### config.mk
export PLATFORM = sky130hd
export DESIGN_NAME = nic_cmd_status
export DESIGN_NICKNAME = d
export VERILOG_FILES = /design/src/rtl/nic_cmd_status.sv
export SDC_FILE = /design/constraint.sdc
export NUM_CORES = 1
export LEC_CHECK = 0
export BUFFER_PORTS_ARGS = -buffer_cell sky130_fd_sc_hd__clkbuf_2
export CAP_MARGIN = 20
export CORE_AREA = 2 2 82 84
export DETAILED_ROUTE_END_ITERATION = 8
export DIE_AREA = 0 0 84 86
export PLACE_DENSITY = 0.82
export SYNTH_ARGS = -nofsm -noshare
export SYNTH_HDL_FRONTEND = slang
export SYNTH_SLANG_ARGS = --single-unit
### constraint.sdc
create_clock -name clk -period 5 [get_ports clk]
set_input_delay 1.25 -clock clk [delete_from_list [all_inputs] [get_ports clk]]
set_output_delay 1.25 -clock clk [all_outputs]
set_load 0.02 [all_outputs]
### src/rtl/nic_cmd_status.sv
module nic_cmd_status #(
  parameter int RESET_HOLD = 2000,
  localparam int CW = $clog2(RESET_HOLD + 1),
  localparam int TW = 11
) (
  input  logic          clk,
  input  logic          rst_n,
  input  logic          cmd_we,
  input  logic [15:0]   cmd_data,
  input  logic          ev_fail,
  input  logic          ev_tx_done,
  input  logic          ev_tx_avail,
  input  logic          ev_rx_done,
  input  logic          ev_rx_early,
  input  logic          ev_stats,
  output logic [15:0]   status,
  output logic          irq,
  output logic          rx_en,
  output logic          tx_en,
  output logic [TW-1:0] rx_early_th,
  output logic [TW-1:0] tx_avail_th,
  output logic [TW-1:0] tx_start_th,
  output logic          rx_early_on,
  output logic          tx_avail_on,
  output logic          tx_start_on
);
  localparam logic [4:0] OP_GRST = 5'd0,  OP_WIN  = 5'd1,  OP_RXOFF = 5'd3,
                         OP_RXON = 5'd4,  OP_TXON = 5'd9,  OP_TXOFF = 5'd10,
                         OP_REQ  = 5'd12, OP_ACK  = 5'd13, OP_IMASK = 5'd14,
                         OP_VMASK = 5'd15, OP_THRE = 5'd17, OP_THTA = 5'd18,
                         OP_THTS = 5'd19;
  localparam logic [TW-1:0] TH_OFF = '1;

  logic [2:0]    win_q;
  logic [7:1]    ev_q;
  logic [7:1]    imask_q;
  logic [7:0]    vmask_q;
  logic [CW-1:0] cnt_q;

  wire [4:0]    op   = cmd_data[15:11];
  wire [TW-1:0] arg  = cmd_data[10:0];
  wire          busy = cnt_q != '0;
  wire          go   = cmd_we && !busy;
  wire          done = cnt_q == CW'(1);

  wire [7:1] set_v = {ev_stats, go && op == OP_REQ, ev_rx_early, ev_rx_done,
                      ev_tx_avail, ev_tx_done, ev_fail};
  wire [7:1] clr_v = (go && op == OP_ACK) ? arg[7:1] : 7'd0;

  assign irq         = |(ev_q & imask_q);
  assign status      = {win_q, busy, 4'd0, {ev_q, irq} & vmask_q};
  assign rx_early_on = rx_early_th != TH_OFF;
  assign tx_avail_on = tx_avail_th != TH_OFF;
  assign tx_start_on = tx_start_th != TH_OFF;

  always_ff @(posedge clk or negedge rst_n) begin
    if (!rst_n) begin
      win_q <= '0; ev_q <= '0; imask_q <= '0; vmask_q <= '1; cnt_q <= '0;
      rx_en <= 1'b0; tx_en <= 1'b0;
      rx_early_th <= TH_OFF; tx_avail_th <= TH_OFF; tx_start_th <= TH_OFF;
    end else if (done) begin
      win_q <= '0; ev_q <= '0; imask_q <= '0; vmask_q <= '1; cnt_q <= '0;
      rx_en <= 1'b0; tx_en <= 1'b0;
      rx_early_th <= TH_OFF; tx_avail_th <= TH_OFF; tx_start_th <= TH_OFF;
    end else begin
      ev_q <= (ev_q & ~clr_v) | set_v;
      if (busy) cnt_q <= cnt_q - CW'(1);
      if (go) begin
        case (op)
          OP_GRST:  cnt_q       <= CW'(RESET_HOLD);
          OP_WIN:   win_q       <= arg[2:0];
          OP_RXOFF: rx_en       <= 1'b0;
          OP_RXON:  rx_en       <= 1'b1;
          OP_TXON:  tx_en       <= 1'b1;
          OP_TXOFF: tx_en       <= 1'b0;
          OP_IMASK: imask_q     <= arg[7:1];
          OP_VMASK: vmask_q     <= arg[7:0];
          OP_THRE:  rx_early_th <= arg;
          OP_THTA:  tx_avail_th <= arg;
          OP_THTS:  tx_start_th <= arg;
          default: ;
        endcase
      end
    end
  end
endmodule

==> flow_summary.yaml, run 1 <==
run_status:
  status: "finished, final reports clean"
logic_synthesis:
  synth-compound-area-share: 0.0678
  synth_top_family_by_area: "simple AND/OR/NAND/NOR gates"
  async_flop_share: 1.00
  synthMuxAreaShare: 0.147
  yosysTopAreaCell: "dfstp_2"
  synth_ff_type: "dfstp_2"
  synth-edff-count: 0
  ys_ff_latch: 71
  synthTopCellsByArea: "dfstp_2, dfrtp_1, mux2i_1"
  synth-xor-area-share: 0.00969
  synthAdderAreaFrac: 0.0104
  synth-simple-area-share: 0.209
  synthCells: 340
  synth_top_cells_by_count: "mux2i_1, nor2_1, dfstp_2, dfrtp_1, nand2_1"
  yosysSeqAreaShare: 0.506
  netlist_area_sq_um: 3610
  syn_avg_cell_area_sq_um: 10.6
  ys_warn_count: 0
  yosys.area.top_type_share: 0.298
  ys_types: 44
timing:
  whs_ps: 537
  fin_setup_tns_ps: 0
  timing.fmax_mhz: 296
  final_hold_viol_count: 0
  tightest_slew_ps: 989
  relSlewSlack: 0.336
  setup_viol: 0
  fin_crit_sh: 0.676
  finalCriticalPeriod_ps: 3380
  drv_slew: 0
  rsz0062_at_grt: "false"
  skew_ps: 8.76
floorplan:
  start_util: 0.576
  core-area_sq_um: 6280
  dieArea_sq_um: 7220
  io_pins: 80
  die_w_um: 84
  rows: 29
  die_h_um: 86
critical_path:
  end_kind: "primary output"
  start_kind: "flip-flop"
  crit_required_ps: 3750
  cp.arrival_ps: 2130
  worstRegToRegCells: 4
  crit_type: "flip-flop to primary output"
  cp_max_fo: 15
final_layout:
  final_util: 0.669
  syn_to_final_growth_pct: 16.2
  diodes: 0
  area.sequential_sq_um: 1830
  final_nets: 440
  fillers: 518
  drive_above_1_share: 0.346
  multi_input_area_sq_um: 1620
route:
  ant_nets: 0
  drt-total-wl_mm: 8.58
  vias: 2883
  first_pass_iters: 4
  wl_per_cell_um: 17.4
  via_per_inst: 5.85
  drc_errors: 0
  drtIter0Drc: 193
grt:
  grt.total_usage: 0.247
  grt_pass1_wl_mm: 14.0
  grt_pass1_vias: 2849
  gr-total-overflow: 0
  grt_max_degree: 38
  antenna_found_initial: 0
clock_tree:
  cts_buffer_depth: 2
  cts_setup_buffers: 0
  cts_tree: "built"
  clkTransAtPathRegs_ps: 70
  insertion_delay_ps: 350
  cts_resized: 0
  cts_root_buf: "clkbuf_8"
  cts_inserted_buffers: 9
  cts_hold_buf: 0
  htree_levels: 3
  clock_sinks: 71
power_and_ir_drop:
  max-vdd-ir-drop_uv: 158
  leakage_uw: 0.00208
  powerDensity_nw_per_um2: 253
placed_design:
  gp_congestion: 0.883
  numPortBuffers: 75
  hpwl_mm: 6.02
flow_run:
  maxCapViolations: 0
hold_path:
  min_path_type: "flip-flop to flip-flop"
  hold_path_depth: 2
[placed cells by master (no fill, tap or decap), drive strengths merged, types with 2 or more instances in the layout]
master / instances
and2: 9
nand4: 17
a22oi: 2
nand2: 24
nor2: 53
a31oi: 6
inv: 11
clkbuf: 87
o31a: 3
xnor2: 4
ha: 3
nor4b: 2
dfrtp: 30
o21ai: 11
conb: 4
a211oi: 2
nand2b: 2
nor2b: 2
nand4b: 3
and4: 2
a21oi: 14
nor4: 5
buf: 6
or3b: 2
or4: 2
and4b: 4
dfstp: 41
mux2i: 53
nor3: 2
[layer usage]
| layer | track usage | share of wire |
|---|---|---|
| met5 | 0 | 0 |
| met1 | 0.336 | 0.43 |
| met3 | 0.0433 | 0.058 |
| met2 | 0.393 | 0.49 |
| met4 | 0.107 | 0.020 |
[worst max-delay path, stage by stage (launching register included)]
cell and delay [ps]:
dfrtp_1 430, nor4_4 730, nand4b_2 370, clkbuf_2 250
[state kept, by name (all words and copies together), names as in the netlist]
name	flops
tx_start_th	11
tx_avail_th	11
rx_en	1
ev_q	7
vmask_q	8
win_q	3
tx_en	1
rx_early_th	11
cnt_q	11
imask_q	7
[stage by stage]
step / std cells / area [sq um] / total power [uW] / setup slack, ps
final: 493 / 4200 / 1060 / 1620
after global routing: 493 / 4200 / 1100 / 1520
after CTS: 491 / 4170 / 1070 / 1650
after detailed placement: 476 / 3980 / 630 / 1840
after global placement: 476 / 3980 / 628 / 1880
after floorplan: 343 / 3630 / 599 / 2410
[where the power goes]
group          total, uW     switching [uW]  internal, uW
registers            576  0.000000000000193           576
logic               43.8               32.2          11.6
clock network        442                208           234
total               1060                240           822
[final timing paths]
check	from	end	slack, ps
max	cnt_q[6]	status[12]	1620
min	imask_q[4]	imask_q[4]	540
max reg2reg	cnt_q[6]	tx_avail_th[5]	2260
min reg2reg	imask_q[4]	imask_q[4]	540
max in group asynchronous	rst_n	vmask_q[3]	3020
min in group asynchronous	rst_n	ev_q[6]	1010
[layout make-up]
type,instances,area share
Clock inverter,2,0.00268
Sequential cell,71,0.435
Timing Repair Buffer,80,0.102
Clock buffer,13,0.0429
Tap cell,77,0.0229
Inverter,10,0.00893
Multi-Input combinational cell,240,0.386
[cells by family after synthesis]
family          count (synthesis)
simple gates                  135
compound gates                 41
other cells                     1
flops                          71
fa+ha+maj                       3
xor+xnor                        4
buf+inv                        32
mux                            53
Power figures use the tool's default switching activity.
==> run 2: changes to the inputs <==
Settings changed: CORE_AREA 2 2 82 84 to 2 2 85 87, DIE_AREA 0 0 84 86 to 0 0 87 89, PLACE_DENSITY 0.82 to 0.76.
Clock period 5 ns to 3.51 ns, I/O delays scaled along.
==> run 2 against run 1 <==
  * Utilization is 4.2 points lower
  * Total power is 46% higher
  * Register-to-register slack worse by 1400 ps
  * Setup slack worse by 1100 ps
  * Clock power is 52% higher
  * Sequential cell count stayed put
  * Clock skew is 1.3 ps lower
  * First-iteration DRC count is 54% lower
  * Global-route usage is 1.7 points lower
==> flow_summary.yaml, run 2 (synthesis gave the netlist of run 1 again) <==
timing:
  timing.fmax_mhz: 336
  relSlewSlack: 0.367
  fin_setup_tns_ps: 0
  layout_setup_ws_ps: 536
  rsz0062_at_grt: "false"
  tightest_slew_ps: 943
  whs_ps: 465
  setup_viol: 0
  drv_slew: 0
  skew_ps: 7.46
  final_hold_viol_count: 0
  fin_crit_sh: 0.847
  finalCriticalPeriod_ps: 2970
final_layout:
  multi_input_area_sq_um: 1620
  final_common_cell: "clkbuf_2"
  final_nets: 442
  area.sequential_sq_um: 1830
  fillers: 563
  final_cell_mix: "clkbuf_2, mux2i_1, nor2_1"
  syn_to_final_growth_pct: 16.6
  diodes: 0
  drive_above_1_share: 0.346
  final_util: 0.627
power_and_ir_drop:
  p_total_uw: 1550
  leakage_uw: 0.00209
  max-vdd-ir-drop_uv: 245
  powerDensity_nw_per_um2: 369
floorplan:
  rows: 30
  io_pins: 80
  die_h_um: 89
  die_w_um: 87
  core-area_sq_um: 6720
  start_util: 0.538
  dieArea_sq_um: 7740
flow_run:
  maxCapViolations: 0
critical_path:
  start_kind: "flip-flop"
  startpoint: "cnt_q[6]"
  max_stage_delay_ps: 720
  cp_max_fo: 15
  crit_type: "flip-flop to primary output"
  end_kind: "primary output"
  path_cells: "nor4_4, nand4b_2, clkbuf_2"
  reg2reg_from: "cnt_q[6]"
  cp.arrival_ps: 2100
  cp_num_buf_inv: 1
  critPathTopFamily: "simple AND/OR/NAND/NOR gates"
  crit_required_ps: 2630
  slowest_stage: "nor4_4"
grt:
  grt_pass1_wl_mm: 13.4
  grt_pass1_vias: 2700
  grt_max_degree: 37
  antenna_found_initial: 0
  gr-total-overflow: 0
  grt.total_usage: 0.230
placed_design:
  pre_cts_slack_ps: 873
  numPortBuffers: 75
  gp_congestion: 0.873
  hpwl_mm: 6.00
route:
  drtIter0Drc: 88
  first_pass_iters: 5
  vias: 2852
  drc_errors: 0
  via_per_inst: 5.72
  wl_per_cell_um: 16.7
  ant_nets: 0
  drt-total-wl_mm: 8.36
clock_tree:
  insertion_delay_ps: 340
  cts_resized: 0
  clock_sinks: 71
  cts_buffer_depth: 2
  cts_hold_buf: 0
  cts_root_buf: "clkbuf_8"
  cts_setup_buffers: 0
  clkTransAtPathRegs_ps: 70
  cts_tree: "built"
  htree_levels: 3
  cts_inserted_buffers: 9
hold_path:
  min_path_type: "input pin to asynchronous set/reset pin"
run_status:
  status: "finished, final reports clean"
-- run 2: cell types whose count changed in the layout (fill, tap and decap cells not counted) --
cell	change
inv_4	-1
buf_8	-2
clkbuf_1	+2
clkbuf_8	-2
clkinv_2	+1
buf_4	+4
bufinv_16	+1
-- run 2: final cells by class --
class | instances | share of cell area
clock buffers | 13 | 0.0380
clock inverters | 3 | 0.00950
inverters | 10 | 0.00891
multi-input cells | 240 | 0.385
flip-flops and latches | 71 | 0.434
well taps | 80 | 0.0238
repair buffers | 82 | 0.102
-- run 2: path summary, 6_finish.rpt --
| path | depth (start not counted) | end | slack, ps |
|---|---|---|---|
| setup / recovery | 3 | status[12] | 540 |
| hold / removal | 1 | ev_q[7] | 470 |
| setup reg to reg | 4 | tx_avail_th[7] | 850 |
| hold reg to reg | 2 | imask_q[4] | 530 |
| max in group asynchronous | 2 | vmask_q[5] | 2240 |
| min in group clk | 2 | imask_q[4] | 530 |
-- run 2: metrics by stage --
stage	area, sq um	std cells
after global placement	4010	483
after floorplan	3630	343
after global routing	4210	499
after CTS	4210	499
after detailed placement	4010	483
final	4210	499
-- run 2: per-layer routing --
layer / vias up / share of wire / GRT usage
met5: - / 0 / 0
met4: 0 / 0.0069 / 0.0739
met3: 7 / 0.055 / 0.0508
met2: 101 / 0.48 / 0.368
met1: 1406 / 0.46 / 0.314
li1: 1338 / - / -
-- run 2: power by group --
group	total [uW]	switching [uW]	internal [uW]
clock network	671	301	370
registers	820	0.000000000000253	820
logic	62.2	45.0	17.2
total	1550	346	1210
